==> src/rtl/thermal_seq_pkg.sv <==
package thermal_seq_pkg;

    typedef enum logic [2:0] {
        ST_IDLE,
        ST_RATIO_DN_HOLD,
        ST_VID_DN_HOLD,
        ST_LOW_HOLD,
        ST_VID_UP_HOLD,
        ST_RATIO_UP_HOLD,
        ST_CLK_MOD
    } tseq_state_e;

    typedef enum logic [1:0] {
        VOP_HOLD,
        VOP_LOAD_NOM,
        VOP_TO_TGT,
        VOP_TO_NOM
    } vid_op_e;

endpackage

==> src/rtl/tseq_hold_timer.sv <==
module tseq_hold_timer #(
    parameter int CNT_W = 8
) (
    input  logic             clk,
    input  logic             rst_n,
    input  logic             load_i,
    input  logic [CNT_W-1:0] value_i,
    output logic             done_o
);
    logic [CNT_W-1:0] cnt_q;

    always_ff @(posedge clk or negedge rst_n) begin
        if (!rst_n) begin
            cnt_q <= '0;
        end else if (load_i) begin
            cnt_q <= value_i;
        end else if (cnt_q != '0) begin
            cnt_q <= cnt_q - 1'b1;
        end
    end

    assign done_o = (cnt_q == '0);
endmodule

==> src/rtl/tseq_vid_stepper.sv <==
module tseq_vid_stepper
    import thermal_seq_pkg::*;
#(
    parameter int VID_W = 6
) (
    input  logic             clk,
    input  logic             rst_n,
    input  vid_op_e          op_i,
    input  logic [VID_W-1:0] nom_i,
    input  logic [VID_W-1:0] tgt_i,
    output logic [VID_W-1:0] code_o,
    output logic             at_nom_o,
    output logic             at_tgt_o
);
    logic [VID_W-1:0] code_q;
    logic [VID_W-1:0] moved;
    logic [VID_W-1:0] code_d;
    logic [VID_W-1:0] lo_bound;
    logic [VID_W-1:0] hi_bound;
    logic [VID_W-1:0] goal;

    assign lo_bound = (nom_i < tgt_i) ? nom_i : tgt_i;
    assign hi_bound = (nom_i < tgt_i) ? tgt_i : nom_i;
    assign goal     = (op_i == VOP_TO_TGT) ? tgt_i : nom_i;

    // one code per step toward the chosen end point
    always_comb begin
        if (code_q < goal) begin
            moved = code_q + 1'b1;
        end else if (code_q > goal) begin
            moved = code_q - 1'b1;
        end else begin
            moved = code_q;
        end
    end

    always_comb begin
        unique case (op_i)
            VOP_LOAD_NOM:           code_d = nom_i;
            VOP_TO_TGT, VOP_TO_NOM: code_d = moved;
            default:                code_d = code_q;
        endcase
        if (code_d < lo_bound) begin
            code_d = lo_bound;
        end else if (code_d > hi_bound) begin
            code_d = hi_bound;
        end
    end

    always_ff @(posedge clk or negedge rst_n) begin
        if (!rst_n) begin
            code_q <= '0;
        end else begin
            code_q <= code_d;
        end
    end

    assign code_o   = code_q;
    assign at_nom_o = (code_q == nom_i);
    assign at_tgt_o = (code_q == tgt_i);
endmodule

==> src/rtl/tseq_duty_gate.sv <==
module tseq_duty_gate #(
    parameter int PERIOD = 10,
    parameter int OFF    = 4
) (
    input  logic clk,
    input  logic rst_n,
    input  logic run_i,
    output logic clk_en_o
);
    localparam int PH_W = (PERIOD > 1) ? $clog2(PERIOD) : 1;
    localparam logic [PH_W-1:0] LAST = PH_W'(PERIOD - 1);
    localparam logic [PH_W-1:0] OFF_L = PH_W'(OFF);

    logic [PH_W-1:0] phase_q;

    always_ff @(posedge clk or negedge rst_n) begin
        if (!rst_n) begin
            phase_q <= '0;
        end else if (!run_i) begin
            phase_q <= '0;
        end else if (phase_q == LAST) begin
            phase_q <= '0;
        end else begin
            phase_q <= phase_q + 1'b1;
        end
    end

    assign clk_en_o = !run_i || (phase_q >= OFF_L);
endmodule

==> src/rtl/thermal_vf_seq.sv <==
module thermal_vf_seq
    import thermal_seq_pkg::*;
#(
    parameter int RATIO_W    = 5,
    parameter int VID_W      = 6,
    parameter int CNT_W      = 8,
    parameter int RATIO_HOLD = 4,
    parameter int VID_HOLD   = 3,
    parameter int MOD_PERIOD = 10,
    parameter int MOD_OFF    = 4
) (
    input  logic               clk,
    input  logic               rst_n,
    input  logic               hot_i,
    input  logic               vfstep_en_i,
    input  logic               clkmod_en_i,
    input  logic [RATIO_W-1:0] ratio_nom_i,
    input  logic [RATIO_W-1:0] ratio_tgt_i,
    input  logic [VID_W-1:0]   vid_nom_i,
    input  logic [VID_W-1:0]   vid_tgt_i,
    output logic               core_clk_en_o,
    output logic [RATIO_W-1:0] ratio_o,
    output logic [VID_W-1:0]   vid_o,
    output logic               throttle_o
);
    localparam logic [CNT_W-1:0] RATIO_WAIT = CNT_W'(RATIO_HOLD - 1);
    localparam logic [CNT_W-1:0] VID_WAIT   = CNT_W'(VID_HOLD - 1);

    tseq_state_e        state_q, state_d;
    logic [RATIO_W-1:0] ratio_q, ratio_d;
    logic               tmr_load;
    logic [CNT_W-1:0]   tmr_val;
    logic               tmr_done;
    vid_op_e            vid_op;
    logic [VID_W-1:0]   vid_code;
    logic               vid_at_nom;
    logic               vid_at_tgt;
    logic               mod_run;
    logic               mod_clk_en;
    logic               at_nominal;

    // ascent action shared by several states
    tseq_state_e        asc_state;
    vid_op_e            asc_op;
    logic [RATIO_W-1:0] asc_ratio;
    logic [CNT_W-1:0]   asc_wait;

    tseq_hold_timer #(.CNT_W(CNT_W)) u_timer (
        .clk     (clk),
        .rst_n   (rst_n),
        .load_i  (tmr_load),
        .value_i (tmr_val),
        .done_o  (tmr_done)
    );

    tseq_vid_stepper #(.VID_W(VID_W)) u_vid (
        .clk      (clk),
        .rst_n    (rst_n),
        .op_i     (vid_op),
        .nom_i    (vid_nom_i),
        .tgt_i    (vid_tgt_i),
        .code_o   (vid_code),
        .at_nom_o (vid_at_nom),
        .at_tgt_o (vid_at_tgt)
    );

    tseq_duty_gate #(.PERIOD(MOD_PERIOD), .OFF(MOD_OFF)) u_gate (
        .clk      (clk),
        .rst_n    (rst_n),
        .run_i    (mod_run),
        .clk_en_o (mod_clk_en)
    );

    always_comb begin
        if (!vid_at_nom) begin
            asc_state = ST_VID_UP_HOLD;
            asc_op    = VOP_TO_NOM;
            asc_ratio = ratio_q;
            asc_wait  = VID_WAIT;
        end else begin
            asc_state = ST_RATIO_UP_HOLD;
            asc_op    = VOP_HOLD;
            asc_ratio = ratio_nom_i;
            asc_wait  = RATIO_WAIT;
        end
    end

    // next-state and datapath control
    always_comb begin
        state_d  = state_q;
        ratio_d  = ratio_q;
        tmr_load = 1'b0;
        tmr_val  = '0;
        vid_op   = VOP_HOLD;
        unique case (state_q)
            ST_IDLE: begin
                vid_op  = VOP_LOAD_NOM;
                ratio_d = ratio_nom_i;
                if (hot_i && vfstep_en_i) begin
                    ratio_d  = ratio_tgt_i;
                    tmr_load = 1'b1;
                    tmr_val  = RATIO_WAIT;
                    state_d  = ST_RATIO_DN_HOLD;
                end else if (hot_i && clkmod_en_i) begin
                    state_d = ST_CLK_MOD;
                end
            end
            ST_RATIO_DN_HOLD, ST_VID_DN_HOLD: begin
                if (tmr_done) begin
                    if (!hot_i) begin
                        state_d  = asc_state;
                        vid_op   = asc_op;
                        ratio_d  = asc_ratio;
                        tmr_load = 1'b1;
                        tmr_val  = asc_wait;
                    end else if (!vid_at_tgt) begin
                        state_d  = ST_VID_DN_HOLD;
                        vid_op   = VOP_TO_TGT;
                        tmr_load = 1'b1;
                        tmr_val  = VID_WAIT;
                    end else begin
                        state_d = ST_LOW_HOLD;
                    end
                end
            end
            ST_LOW_HOLD: begin
                if (!hot_i) begin
                    state_d  = asc_state;
                    vid_op   = asc_op;
                    ratio_d  = asc_ratio;
                    tmr_load = 1'b1;
                    tmr_val  = asc_wait;
                end
            end
            ST_VID_UP_HOLD: begin
                if (tmr_done) begin
                    state_d  = asc_state;
                    vid_op   = asc_op;
                    ratio_d  = asc_ratio;
                    tmr_load = 1'b1;
                    tmr_val  = asc_wait;
                end
            end
            ST_RATIO_UP_HOLD: begin
                if (tmr_done) begin
                    state_d = ST_IDLE;
                end
            end
            ST_CLK_MOD: begin
                if (!hot_i) begin
                    state_d = ST_IDLE;
                end
            end
            default: state_d = ST_IDLE;
        endcase
    end

    // state register
    always_ff @(posedge clk or negedge rst_n) begin
        if (!rst_n) begin
            state_q <= ST_IDLE;
            ratio_q <= '0;
        end else begin
            state_q <= state_d;
            ratio_q <= ratio_d;
        end
    end

    // outputs
    always_comb begin
        at_nominal    = (state_q == ST_IDLE) || (state_q == ST_CLK_MOD);
        mod_run       = (state_q == ST_CLK_MOD);
        throttle_o    = (state_q != ST_IDLE);
        core_clk_en_o = mod_clk_en;
        ratio_o       = at_nominal ? ratio_nom_i : ratio_q;
        vid_o         = at_nominal ? vid_nom_i : vid_code;
    end
endmodule

==> config.mk <==
export PLATFORM = sky130hd
export DESIGN_NAME = thermal_vf_seq
export DESIGN_NICKNAME = d
export VERILOG_FILES = /design/src/rtl/thermal_seq_pkg.sv /design/src/rtl/tseq_hold_timer.sv /design/src/rtl/tseq_vid_stepper.sv /design/src/rtl/tseq_duty_gate.sv /design/src/rtl/thermal_vf_seq.sv
export SDC_FILE = /design/constraint.sdc
export NUM_CORES = 1
export LEC_CHECK = 0
export CORE_MARGIN = 3
export CORE_UTILIZATION = 45
export DETAILED_ROUTE_END_ITERATION = 12
export PLACE_DENSITY = 0.67
export SYNTH_ARGS = -nofsm -noshare
export SYNTH_HDL_FRONTEND = slang
export SYNTH_SLANG_ARGS = --single-unit
==> constraint.sdc <==
create_clock -name clk -period 7 [get_ports clk]
set_input_delay 0.7 -clock clk [delete_from_list [all_inputs] [get_ports clk]]
set_output_delay 0.7 -clock clk [all_outputs]
set_load 0.02 [all_outputs]
==> results of run 1 <==
[logic make-up (layout without fill, tap and decap cells)]
kind of cell	after synthesis	in the layout	share of synthesized area (%)
AND/OR/NAND/NOR	125	125	22.5
XOR/XNOR	19	19	5.50
adder cells (fa/ha/maj)	28	28	11.5
AO/OA/AOI/OAI	94	94	20.9
flip-flops	26	26	21.5
multiplexers	37	37	12.7
buffers and inverters	36	65	5.30
[flip-flops by register name (all words and copies together), names as in the netlist]
register,count
state_q,3
u_timer.cnt_q,8
u_gate.phase_q,4
ratio_q,5
u_vid.code_o,6
[worst min path at each step]
| stage | cells past startpoint | endpoint | startpoint | slack [ns] |
|---|---|---|---|---|
| floorplan | 0 | ratio_q[0] | rst_n | 0.40 |
| global placement | 2 | ratio_q[4] | ratio_q[4] | 0.47 |
| detailed placement | 2 | ratio_q[2] | ratio_q[2] | 0.48 |
| CTS | 2 | ratio_q[2] | ratio_q[2] | 0.50 |
| global route | 2 | ratio_q[2] | ratio_q[2] | 0.52 |
| finish | 2 | ratio_q[2] | ratio_q[2] | 0.49 |
[worst max-delay path, delay by kind of cell]
family,cells,cell delay (ns)
mux,2,0.53
compound gates,7,1.63
xor+xnor,1,0.16
simple gates,8,1.47
buf+inv,2,0.85
fa+ha+maj,2,0.49
[cells in the mapped netlist, drive strengths merged, types with 8 or more instances]
| library cell | instances |
|---|---|
| xnor2 | 13 |
| mux2i | 25 |
| dfrtp | 26 |
| clkbuf | 10 |
| nand2 | 26 |
| ha | 27 |
| nand3 | 9 |
| mux2 | 12 |
| nor2 | 39 |
| o21ai | 24 |
| a21oi | 28 |
| inv | 18 |
| buf | 8 |
[metrics by stage]
step / cell area (µm²) / power (mW) / hold slack, ns / worst slack, ns
2_1_floorplan: 3020 / 1.20 / 0.404 / 1.72
3_3_place_gp: 3450 / 1.50 / 0.469 / 1.17
3_5_place_dp: 3450 / 1.52 / 0.480 / 1.13
4_1_cts: 3520 / 1.65 / 0.499 / 1.40
5_1_grt: 3520 / 1.80 / 0.523 / 0.959
6_report: 3520 / 1.65 / 0.494 / 1.37
[area by class of cell]
type	instances	area share, %
well taps	77	2.74
clock buffers	3	1.17
clock inverters	1	0.853
repair buffers	43	11.9
multi-input cells	303	62.9
flip-flops and latches	26	18.5
inverters	18	1.92
[metal layers]
layer / GRT usage, % / wire, µm
met4: 5.02 / 99
met2: 30.6 / 3250
met5: 0 / 0
met3: 2.35 / 409
met1: 30.8 / 3680
[power by group]
part	total, mW	internal [mW]	switching, mW
registers	0.336	0.216	0.119
logic	1.19	0.549	0.637
clock network	0.128	0.0767	0.0511
==> flow_metrics.tcl, run 1 <==
set metrics [dict create \
    status "finished clean" \
    dp.cells 467 \
    path_clk_slew_ns 0.09 \
    p_per_area_mw_per_mm2 469 \
    vdd_drop_max_v 0.000340 \
    grt_overflow 0 \
    dieArea_mm2 0.00774 \
    cp-startpoint "vid_tgt_i[0]" \
    grt_pass1_vias 2615 \
    worstPathCellList "clkdlybuf4s50_1, xnor2_1, nand4_1, o21ai_2, mux2_2, ha_1, nand2b_1, a21oi_1, nor3_1, or3_1, and3_4, nor3_1, nor2_1, ha_1, nor2b_1, o21ai_0, a21oi_1, o31ai_1, buf_4, o21ai_0, o32a_1, mux2i_1" \
    cp-endpoint "u_vid.code_o[3]" \
    hold_viol_final 0 \
    worstPathRequired_ns 7.20 \
    cts_buffer_depth 2 \
    max_slew_margin_pct 46.8 \
    ys_ff_latch 26 \
    start_util_pct 47.1 \
    post_cts_resized 0 \
    cts.htree.levels 1 \
    grt_setup_unrepaired "no" \
    dp_hpwl_um 5900 \
    slew_viol_final 0 \
    r2r_setup_slack_ns 1.56 \
    drtPass1Iterations 5 \
    drt_iter0_markers 202 \
    antenna_cells 0 \
    cts_tree "yes" \
    r2r.worst_path.cells 24 \
    cts-buffers-inserted 3 \
    fmax_ghz 0.178 \
    viasPerCell 6.00 \
    core_area_mm2 0.00642 \
    synth_top_cell_by_area "dfrtp_1" \
    wirelength_um 7440 \
    syn_inst 365 \
    yosys_warnings 0 \
    fillers 591 \
    grt_usage_pct 20.3 \
    synth_area_per_cell_um2 8.28 \
    drc_errors 0 \
    drive_above_1_share_pct 10.2 \
    critPathLaunchType "input pin" \
    cp.arrival_ns 5.83 \
    postCtsSetupBuffers 0 \
    grt_pass1_wl_um 12700 \
    nNetsFinal 449 \
    synth.net_count 419 \
    fin_crit_ns 5.63 \
    fin_skew_ns 0.00456 \
    clkSinkCount 26 \
    synth_top_flop_cell "dfrtp_1" \
    tightest_slew_ns 0.797 \
    max_stage_delay_ns 0.61 \
    multi_input_area_mm2 0.00221 \
    cp_max_fo 13 \
    antenna_found_initial 0 \
    clkLatencyLatePin_ns 0.28 \
    final_cell_mix "clkdlybuf4s50_1 (39), nor2_1 (37), a21oi_1 (27), ha_1 (27)" \
    synth_edf_count 0 \
    path_class "input pin to flip-flop" \
    synth_top_area_share_pct 21.5 \
    leakage_nw 1.52 \
    maxCapViolCount 0 \
    die_x_um 88.0 \
    cts_root_buf "clkbuf_8" \
    die_h_um 88.0 \
    fin_crit_sh_pct 80.4 \
    area_growth_pct 16.4 \
    r2r_start "u_timer.cnt_q[0]" \
    netlist_area_mm2 0.00302 \
    rows 29 \
    worstSetupEndpointType "flip-flop" \
    fin_cells 471 \
    antenna_left 0 \
    grt_max_degree 27 \
    worst_r2r_endpoint "u_vid.code_o[3]" \
    place.gp.congestion 0.968 \
    setup-tns-final_ns 0 \
    pin_count 40 \
    wire_per_inst_um 15.8 \
    seqCellArea_um2 651 \
    ys_types 64 \
    layout_commonest_cell "clkdlybuf4s50_1" \
    final_util_pct 54.8 \
    holdBufCountCts 0 \
    synthArstFlopShare_pct 100 \
    yosysSeqAreaShare_pct 21.5 \
    num_vias 2827 \
    portBuffers 39 \
    hold_path_class "flip-flop to flip-flop" \
    synth_area_leaders "dfrtp_1 (22%), ha_1 (11%), mux2i_1 (8.3%), nor2_1 (4.6%), a21oi_1 (4.5%)" \
    slowest_stage "clkdlybuf4s50_1" \
    setup_viol 0 \
]
Power figures use the tool's default switching activity.
==> inputs of run 2 (changes only) <==
--- a/config.mk
+++ b/config.mk
@@ -8,7 +8,7 @@
 export CORE_MARGIN = 3
 export CORE_UTILIZATION = 45
 export DETAILED_ROUTE_END_ITERATION = 12
-export PLACE_DENSITY = 0.67
+export PLACE_DENSITY = 0.7
 export SYNTH_ARGS = -nofsm -noshare
 export SYNTH_HDL_FRONTEND = slang
 export SYNTH_SLANG_ARGS = --single-unit
==> constraint.sdc (replaced) <==
create_clock -name clk -period 4.74 [get_ports clk]
set_input_delay 0.474 -clock clk [delete_from_list [all_inputs] [get_ports clk]]
set_output_delay 0.474 -clock clk [all_outputs]
set_load 0.02 [all_outputs]
==> run 2 against run 1 <==
  * The flow now finishes with violations (setup timing)
  * Largest power group unchanged
  * Wire length up 26%
  * Worst setup slack lost 1.8 ns
  * Largest cell class unchanged
  * Cell count up 15%
  * Flip-flop and latch count unchanged
  * Clock power grew 49%
==> flow_metrics.tcl, run 2 (synthesis gave the netlist of run 1 again) <==
set metrics [dict create \
    status "finished with violations" \
    violations "setup timing" \
    antenna_left 0 \
    seqCellArea_um2 651 \
    wirelength_um 9370 \
    holdBufCountCts 0 \
    clkSinkCount 26 \
    cp.depth 23 \
    maxCapViolCount 0 \
    final_cell_mix "buf_4 (69), clkdlybuf4s50_1 (39), nor2_1 (31)" \
    max_stage_delay_ns 0.48 \
    regMostFlops "u_timer.cnt_q" \
    cts_root_buf "clkbuf_8" \
    vdd_drop_max_v 0.000414 \
    fin_cells 540 \
    clkLatencyLatePin_ns 0.27 \
    portBuffers 39 \
    path_clk_slew_ns 0.10 \
    antenna_cells 0 \
    layout_commonest_cell "buf_4" \
    max_slew_margin_pct 44.5 \
    drive_above_1_share_pct 32.6 \
    drtPass1Iterations 5 \
    hold_viol_final 0 \
    worstSetupEndpointType "flip-flop" \
    r2r.worst_path.cells 23 \
    dp_hpwl_um 6980 \
    fillers 505 \
    grt_overflow 0 \
    drt_iter0_markers 291 \
    viasPerCell 5.91 \
    setup_viol 6 \
    cp_common_cell "a21oi_2" \
    critPathLaunchType "flip-flop" \
    design_area_mm2 0.00434 \
    cts-buffers-inserted 3 \
    power_mw 3.09 \
    start_util_pct 47.1 \
    worstPathRequired_ns 4.93 \
    antenna_found_initial 0 \
    grt_pass1_vias 3232 \
    rows 29 \
    min_path_cells 2 \
    place.gp.congestion 0.921 \
    leakage_nw 1.90 \
    dieArea_mm2 0.00774 \
    setup_ws_ns -0.392 \
    cp_num_buf_inv 4 \
    cts_buffer_depth 2 \
    cts_tree "yes" \
    cp.arrival_ns 5.32 \
    final_util_pct 67.5 \
    fmax_ghz 0.195 \
    path_class "flip-flop to flip-flop" \
    area_growth_pct 43.5 \
    nNetsFinal 518 \
    largest_register_ffs 8 \
    critical_path.top_delay_family "compound AO/OA/AOI/OAI gates" \
    fin_crit_ns 5.13 \
    wire_per_inst_um 17.4 \
    fin_crit_sh_pct 108 \
    slowest_stage "or4b_4" \
    cp_max_fo 6 \
    pin_count 40 \
    fin_skew_ns 0.00293 \
    slew_viol_final 0 \
    dpl-instance-area_mm2 0.00392 \
    p_per_area_mw_per_mm2 712 \
    grt_setup_unrepaired "yes" \
    multi_input_area_mm2 0.00248 \
    tightest_slew_ns 0.832 \
    worstPathCellList "inv_1, ha_2, or4b_4, nor4_4, o21ai_4, buf_12, nor2_1, a21oi_2, ha_1, nand4_1, a21oi_4, o32a_1, buf_4, a32o_2, o211ai_1, a21oi_2, ha_1, a21o_1, a21oi_2, nand2b_1, o31ai_4, buf_6, mux2i_1" \
    core_area_mm2 0.00642 \
    num_vias 3191 \
    dp.cells 523 \
    die_h_um 88.0 \
    grt_max_degree 27 \
    drc_errors 0 \
    die_x_um 88.0 \
    grt_pass1_wl_um 15500 \
    hold_path_class "flip-flop to flip-flop" \
    cts.htree.levels 1 \
    grt_usage_pct 25.0 \
]
run 2: cell types whose count changed in the layout (fill, tap and decap cells not counted), sizes merged:
cell	previous run	this run
buf	4	73
run 2: repair_timing:
item,CTS,global route
setup buffers,11,3
gates resized for setup,29,19
endpoints found under the setup margin,6,6
cloned,1,0
pin swaps,12,14
run 2: layout make-up:
cell class / count / share of cell area, %
multi-input cells: 303 / 57.2
repair buffers: 112 / 22.4
flip-flops and latches: 26 / 15.0
well taps: 77 / 2.22
inverters: 18 / 1.56
clock buffers: 3 / 0.952
clock inverters: 1 / 0.692
run 2: report_power, final:
group          internal (mW)  switching (mW)  leakage, nW
registers              0.321          0.0601        0.325
clock network          0.113          0.0779       0.0357
logic                   1.23            1.29         1.54
run 2: per-stage QoR:
stage	setup TNS, ns	hold WS (ns)	worst slack (ns)
after CTS	-1.43	0.498	-0.261
final	-2.10	0.493	-0.392
after global routing	-3.06	0.520	-0.551
after floorplan	-0.269	0.178	-0.131
after global placement	-1.94	0.460	-0.367
after detailed placement	-2.41	0.474	-0.444
run 2: per-layer routing:
layer	track usage [%]	wire length [µm]
met3	3.29	528
met4	3.77	79
met1	34.4	4360
met2	42.6	4400
met5	0	0
run 2: worst register-to-register path, cell delays in order, from the launching register on:
cell and delay, ns:
dfrtp_1 0.40, inv_1 0.07, ha_2 0.16, or4b_4 0.48, nor4_4 0.28, o21ai_4 0.12
buf_12 0.16, nor2_1 0.13, a21oi_2 0.05, ha_1 0.30, nand4_1 0.17, a21oi_4 0.07
o32a_1 0.41, buf_4 0.16, a32o_2 0.26, o211ai_1 0.24, a21oi_2 0.12, ha_1 0.32
a21o_1 0.20, a21oi_2 0.15, nand2b_1 0.11, o31ai_4 0.30, buf_6 0.17, mux2i_1 0.22
run 2: final timing paths:
kind / startpoint / to / slack [ns]
max in group asynchronous: rst_n / u_vid.code_o[1] / 3.92
setup / recovery: u_timer.cnt_q[0] / u_vid.code_o[5] / -0.39
hold / removal: ratio_q[2] / ratio_q[2] / 0.49
hold reg to reg: ratio_q[2] / ratio_q[2] / 0.49
setup reg to reg: u_timer.cnt_q[0] / u_vid.code_o[5] / -0.39
min in group asynchronous: rst_n / u_gate.phase_q[2] / 0.56
